## config.mk

```make
export PLATFORM = sky130hd
export DESIGN_NAME = msg_mailbox
export DESIGN_NICKNAME = d
export VERILOG_FILES = /design/src/rtl/mbx_pkg.sv /design/src/rtl/mbx_decode.sv /design/src/rtl/mbx_stage_buf.sv /design/src/rtl/mbx_ctrl_fsm.sv /design/src/rtl/msg_mailbox.sv
export SDC_FILE = /design/constraint.sdc
export NUM_CORES = 1
export LEC_CHECK = 0
export ABC_AREA = 1
export CAP_MARGIN = 10
export CELL_PAD_IN_SITES_DETAIL_PLACEMENT = 0
export CELL_PAD_IN_SITES_GLOBAL_PLACEMENT = 1
export CORE_MARGIN = 1
export CORE_UTILIZATION = 30
export CTS_CLUSTER_DIAMETER = 50
export DETAILED_ROUTE_END_ITERATION = 10
export PLACE_DENSITY_LB_ADDON = 0.1
export SETUP_SLACK_MARGIN = 0.1
export SLEW_MARGIN = 0
export SYNTH_ARGS = -nofsm -noshare
export SYNTH_HDL_FRONTEND = slang
export SYNTH_SLANG_ARGS = --single-unit
```

## constraint.sdc

```tcl
create_clock -name clk -period 3.1 [get_ports clk]
set_input_delay 0.31 -clock clk [delete_from_list [all_inputs] [get_ports clk]]
set_output_delay 0.31 -clock clk [all_outputs]
set_load 0.03 [all_outputs]
```

## src/rtl/mbx_pkg.sv

```systemverilog
package mbx_pkg;

    typedef enum logic [1:0] {
        MB_EMPTY   = 2'd0,
        MB_FILLING = 2'd1,
        MB_SENDING = 2'd2,
        MB_RELEASE = 2'd3
    } mb_state_e;

    localparam int MB_BUSY_BIT = 0;
    localparam int MB_OVF_BIT  = 1;
    localparam int MB_COMMIT_BIT = 0;

endpackage

```

## src/rtl/mbx_decode.sv

```systemverilog
module mbx_decode
    import mbx_pkg::*;
#(
    parameter int ADDR_W   = 8,
    parameter int DATA_W   = 8,
    parameter int DATA_OFS = 'h80,
    parameter int CTRL_OFS = 'h85
) (
    input  logic              wr_en,
    input  logic              rd_en,
    input  logic [ADDR_W-1:0] addr,
    input  logic [DATA_W-1:0] wdata,
    input  logic              busy,
    input  logic              ovf,
    output logic              data_wr,
    output logic              commit_req,
    output logic [DATA_W-1:0] rdata
);

    localparam logic [ADDR_W-1:0] DATA_A = ADDR_W'(DATA_OFS);
    localparam logic [ADDR_W-1:0] CTRL_A = ADDR_W'(CTRL_OFS);

    logic hit_data;
    logic hit_ctrl;

    always_comb begin
        hit_data   = (addr == DATA_A);
        hit_ctrl   = (addr == CTRL_A);
        data_wr    = wr_en && hit_data;
        commit_req = wr_en && hit_ctrl && wdata[MB_COMMIT_BIT];
    end

    always_comb begin
        rdata = '0;
        if (rd_en && hit_ctrl) begin
            rdata[MB_BUSY_BIT] = busy;
            rdata[MB_OVF_BIT]  = ovf;
        end
    end

endmodule

```

## src/rtl/mbx_stage_buf.sv

```systemverilog
module mbx_stage_buf #(
    parameter int DATA_W = 8,
    parameter int DEPTH  = 16
) (
    input  logic              clk,
    input  logic              rst_n,
    input  logic              push,
    input  logic [DATA_W-1:0] push_data,
    input  logic              busy,
    input  logic              pop,
    input  logic              release_q,
    output logic              push_ok,
    output logic [DATA_W-1:0] head,
    output logic              head_last,
    output logic              ovf
);

    localparam int PTR_W = $clog2(DEPTH);
    localparam int CNT_W = PTR_W + 1;
    localparam logic [CNT_W-1:0] FULL = CNT_W'(DEPTH);
    localparam logic [CNT_W-1:0] ONE  = CNT_W'(1);

    logic [DATA_W-1:0] mem [DEPTH];
    logic [CNT_W-1:0]  wr_cnt;
    logic [PTR_W-1:0]  rd_ptr;

    always_comb begin
        push_ok   = push && !busy && (wr_cnt < FULL);
        head      = mem[rd_ptr];
        head_last = (({1'b0, rd_ptr} + ONE) == wr_cnt);
    end

    always_ff @(posedge clk) begin
        if (push_ok) begin
            mem[wr_cnt[PTR_W-1:0]] <= push_data;
        end
    end

    always_ff @(posedge clk) begin
        if (!rst_n) begin
            wr_cnt <= '0;
            rd_ptr <= '0;
            ovf    <= 1'b0;
        end else begin
            if (release_q) begin
                wr_cnt <= '0;
                rd_ptr <= '0;
            end else begin
                if (push_ok) begin
                    wr_cnt <= wr_cnt + ONE;
                end
                if (pop) begin
                    rd_ptr <= rd_ptr + PTR_W'(1);
                end
            end
            if (push && !push_ok) begin
                ovf <= 1'b1;
            end
        end
    end

    assert_count_bound_R8: assert property (@(posedge clk) disable iff (!rst_n)
        wr_cnt <= FULL)
        else $error("staged count beyond depth");

    assert_full_drop_R8: assert property (@(posedge clk) disable iff (!rst_n)
        (push && wr_cnt == FULL) |=> (ovf && wr_cnt == FULL))
        else $error("write into full store not dropped");

    assert_busy_drop_R9: assert property (@(posedge clk) disable iff (!rst_n)
        (push && busy && !release_q) |=> (ovf && $stable(wr_cnt)))
        else $error("write while busy not dropped");

    assert_ovf_sticky_R11: assert property (@(posedge clk) disable iff (!rst_n)
        ovf |=> ovf)
        else $error("overflow flag cleared");

endmodule

```

## src/rtl/mbx_ctrl_fsm.sv

```systemverilog
module mbx_ctrl_fsm
    import mbx_pkg::*;
(
    input  logic clk,
    input  logic rst_n,
    input  logic commit_req,
    input  logic push_ok,
    input  logic rx_ready,
    input  logic head_last,
    output logic busy,
    output logic rx_valid,
    output logic pop,
    output logic release_q
);

    mb_state_e state_q;
    mb_state_e state_d;

    always_ff @(posedge clk) begin
        if (!rst_n) begin
            state_q <= MB_EMPTY;
        end else begin
            state_q <= state_d;
        end
    end

    always_comb begin
        state_d = state_q;
        unique case (state_q)
            MB_EMPTY: begin
                if (push_ok) state_d = MB_FILLING;
            end
            MB_FILLING: begin
                if (commit_req) state_d = MB_SENDING;
            end
            MB_SENDING: begin
                if (rx_ready && head_last) state_d = MB_RELEASE;
            end
            MB_RELEASE: begin
                state_d = MB_EMPTY;
            end
            default: state_d = MB_EMPTY;
        endcase
    end

    always_comb begin
        busy      = 1'b0;
        rx_valid  = 1'b0;
        release_q = 1'b0;
        unique case (state_q)
            MB_EMPTY:   ;
            MB_FILLING: ;
            MB_SENDING: begin
                busy     = 1'b1;
                rx_valid = 1'b1;
            end
            MB_RELEASE: begin
                busy      = 1'b1;
                release_q = 1'b1;
            end
            default: ;
        endcase
        pop = rx_valid && rx_ready;
    end

    assert_release_clears_R6: assert property (@(posedge clk) disable iff (!rst_n)
        (pop && head_last) |=> (busy && !rx_valid) ##1 !busy)
        else $error("busy release timing wrong");

    assert_empty_commit_R7: assert property (@(posedge clk) disable iff (!rst_n)
        (commit_req && state_q == MB_EMPTY && !push_ok) |=> !busy)
        else $error("empty commit set busy");

    assert_commit_sets_busy_R3: assert property (@(posedge clk) disable iff (!rst_n)
        (commit_req && state_q == MB_FILLING) |=> (busy && rx_valid))
        else $error("commit did not publish");

endmodule

```

## src/rtl/msg_mailbox.sv

```systemverilog
module msg_mailbox #(
    parameter int ADDR_W   = 8,
    parameter int DATA_W   = 8,
    parameter int DEPTH    = 16,
    parameter int DATA_OFS = 'h80,
    parameter int CTRL_OFS = 'h85
) (
    input  logic              clk,
    input  logic              rst_n,
    input  logic              wr_en,
    input  logic              rd_en,
    input  logic [ADDR_W-1:0] addr,
    input  logic [DATA_W-1:0] wdata,
    output logic [DATA_W-1:0] rdata,
    output logic              rx_valid,
    input  logic              rx_ready,
    output logic [DATA_W-1:0] rx_data,
    output logic              rx_last
);

    logic data_wr;
    logic commit_req;
    logic busy;
    logic ovf;
    logic push_ok;
    logic pop;
    logic release_q;
    logic head_last;
    logic [DATA_W-1:0] head;

    mbx_decode #(
        .ADDR_W   (ADDR_W),
        .DATA_W   (DATA_W),
        .DATA_OFS (DATA_OFS),
        .CTRL_OFS (CTRL_OFS)
    ) u_decode (
        .wr_en      (wr_en),
        .rd_en      (rd_en),
        .addr       (addr),
        .wdata      (wdata),
        .busy       (busy),
        .ovf        (ovf),
        .data_wr    (data_wr),
        .commit_req (commit_req),
        .rdata      (rdata)
    );

    mbx_stage_buf #(
        .DATA_W (DATA_W),
        .DEPTH  (DEPTH)
    ) u_buf (
        .clk       (clk),
        .rst_n     (rst_n),
        .push      (data_wr),
        .push_data (wdata),
        .busy      (busy),
        .pop       (pop),
        .release_q (release_q),
        .push_ok   (push_ok),
        .head      (head),
        .head_last (head_last),
        .ovf       (ovf)
    );

    mbx_ctrl_fsm u_fsm (
        .clk        (clk),
        .rst_n      (rst_n),
        .commit_req (commit_req),
        .push_ok    (push_ok),
        .rx_ready   (rx_ready),
        .head_last  (head_last),
        .busy       (busy),
        .rx_valid   (rx_valid),
        .pop        (pop),
        .release_q  (release_q)
    );

    always_comb begin
        rx_data = head;
        rx_last = rx_valid && head_last;
    end

    assert_stream_hold_R4: assert property (@(posedge clk) disable iff (!rst_n)
        (rx_valid && !rx_ready) |=> (rx_valid && $stable(rx_data) && $stable(rx_last)))
        else $error("stream changed while stalled");

    assert_hidden_until_commit_R2: assert property (@(posedge clk) disable iff (!rst_n)
        (!rx_valid && !commit_req) |=> !rx_valid)
        else $error("stream raised without commit");

endmodule

```

==> metrics.cfg <==
[status]
outcome = complete, no violations

[drt]
dr.pass1.iters = 5
wl_met2_um = 6940
drtIter0Drc = 248
met1_length_um = 7400
routed_wl_um = 15000
met3_wirelength_um = 476
drc = 0
top_layer_used = met4
vias = 3775
ant_nets = 0
viasPerCell = 4.56
wire_per_inst_um = 18.1

[final_layout]
fillers = 2015
ff_latch_area_um2 = 4170
final_common_cell = edfxtp_1
final_util_pct = 36.6
n_antenna_cell = 0
drive_above_1_share_pct = 10.9
final_nets = 576
multi_input_area_um2 = 1620
areaGrowthSynthToFinish_pct = 19.4
final_cell_mix = edfxtp_1 (128), inv_1 (59), nand2_1 (44), a21oi_1 (44), o21ai_0 (43)

[setup_path]
rr_startpoint = u_fsm.state_q[0]
crit_buf_inv = 2
end_kind = output port
r2r_end = u_buf.mem[12][5]
cp_max_fo = 49
worstSetupStartpointType = register
crit_arrival_ns = 2.42
path_delay_family = flip-flops
slowest_stage = dfxtp_4
cp_slowest_stage_delay_ns = 0.77
path_cells = buf_12, mux2i_1, o21ai_0, o211ai_1, nand2_1, buf_4
worst-path-stages = 6
endpoint = rx_data[1]
ff2ff_path_depth = 7
path_class = reg -> out
reg2reg_setup_slack_ns = 0.68
cp.required_ns = 2.79

[worst_hold_path]
min_from = u_buf.ovf
worstHoldPathType = reg -> reg

[synth]
ys_ff_latch = 144
synth_compound_area_share_pct = 11.5
async_reset_ff_share_pct = 0
synthCells = 499
netlist.top_cell.by_area = edfxtp_1
synth_edf_count = 128
yosys.area_share.simple_pct = 6.79
synthAdderAreaFrac_pct = 2.02
synth_mux_area_share_pct = 5.16
synth.yosys.seq_area_share_pct = 67.1
synth.area.top_cells = edfxtp_1 (62%), dfxtp_1 (5.2%), mux2i_1 (5.2%)
yosysWarningCount = 0
syn_area_um2 = 6210
ys_types = 32
synthFlopType = edfxtp_1
yosys.area_share.xor_xnor_pct = 0.282
syn_avg_cell_area_um2 = 12.4
synth_top_family_by_area = compound AO/OA/AOI/OAI gates
synth_top_area_share_pct = 61.9

[clock_network]
hold_buffers = 0
cts_inserted_buffers = 17
clock_sinks = 144
cts_tree = yes
cts_buffer_depth = 2
cts-root-buf = clkbuf_16
clk_pin_slew_ns = 0.06
cts_setup_buffers = 0
cts-resized-gates = 0
h-tree-depth = 4
clk_latency_ns = 0.41

[timing]
slew_headroom_pct = 47.3
final-setup-viol-count = 0
fin_tns_setup_ns = 0
period_share_pct = 88.2
finalHoldViolations = 0
timing.final.crit_period_ns = 2.73
timing.fmax_mhz = 366
worstMarginPinSlew_ns = 0.787
rsz0062_at_grt = false
maxSlewViolCount = 0
finClkSkew_ns = 0.00524

[die]
die_area_um2 = 21300
die_height_um = 146
core-area_um2 = 20200
ios = 39
start_util_pct = 30.7
std_cell_rows = 52
die-width_um = 146

[power]
ir_drop_mv = 0.373
power_leakage_uw = 0.00253
powerDensity_nw_per_um2 = 700

[grt]
grt_start_max_net_pins = 50
grt_pass1_vias = 3737
grt_usage_pct = 14.9
antenna_found_initial = 0
gr-total-overflow = 0
grt_pass1_wl_um = 23000

[place]
place.gp.congestion = 0.741
port_buffers = 32
dp_hpwl_um = 9480

[flow_run]
maxCapViolCount = 0

-- cells in the mapped netlist (all sizes together) (2+ instances only) --
library cell	number
edfxtp	128
nand3	15
clkbuf	12
a21oi	44
nand4	3
nor3	2
nand2	44
inv	60
ha	10
mux2i	32
buf	17
dfxtp	16
o21ai	48
o211ai	32
a211oi	2
nor2	28
-- state kept, by name, indices dropped and copies added (netlist names), named ones only --
| signal | count |
|---|---|
| u_buf.ovf | 1 |
| u_buf.rd_ptr | 4 |
| u_fsm.state_q | 2 |
| u_buf.wr_cnt | 5 |
| u_buf.mem | 128 |
-- worst register-to-register path: cells and delay by family (launching register included) --
kind                     cells  cell delay, ns
adder cells (fa/ha/maj)      1            0.30
buffers and inverters        2            0.21
flip-flops                   1            0.36
AND/OR/NAND/NOR              4            1.18
-- report_power, final --
| part | internal, µW | switching, µW |
|---|---|---|
| Clock | 1330 | 767 |
| Combinational | 317 | 559 |
| Sequential | 2140 | 73.9 |
-- area by class of cell --
class                           instances  area share [%]
Timing Repair Buffer                   51            6.14
Sequential cell                       144            56.2
Tap cell                              270            4.56
Clock buffer                           18            5.79
Inverter                               61            3.09
Multi-Input combinational cell        270            21.9
Clock inverter                         14            2.31
-- through the flow --
stage / power (µW) / hold WS [ns] / cell area (µm²) / instances / setup slack, ns
5_1_grt: 5420 / 0.501 / 7410 / 828 / 0.146
6_report: 5190 / 0.454 / 7410 / 828 / 0.366
4_1_cts: 5250 / 0.460 / 7410 / 828 / 0.299
3_3_place_gp: 3140 / 0.450 / 6810 / 796 / 0.622
2_1_floorplan: 2840 / 0.409 / 6230 / 504 / 0.832
3_5_place_dp: 3140 / 0.450 / 6810 / 796 / 0.592
-- worst min path at each step --
| stage | endpoint | slack, ns | cells past startpoint |
|---|---|---|---|
| 2_1_floorplan | u_buf.mem[0][0] | 0.41 | 0 |
| 3_3_place_gp | u_buf.ovf | 0.45 | 2 |
| 3_5_place_dp | u_buf.ovf | 0.45 | 2 |
| 4_1_cts | u_buf.ovf | 0.46 | 2 |
| 5_1_grt | u_buf.ovf | 0.50 | 2 |
| 6_report | u_buf.ovf | 0.45 | 2 |
-- routing by layer --
| metal | track usage, % | up-vias |
|---|---|---|
| met3 | 3.10 | 14 |
| met1 | 20.8 | 1831 |
| met4 | 4.89 | 0 |
| met2 | 23.1 | 63 |
| met5 | 0 | - |
| li1 | - | 1867 |
-- cell families after synthesis --
logic type,count (synthesis)
DFF,144
adders and majority gates,10
muxes,32
buffers and inverters,90
xor gates and xnor gates,2
AOI/OAI and AO/OA,126
and+or+nand+nor,94
other,1
(Power assumes the default switching activity.)
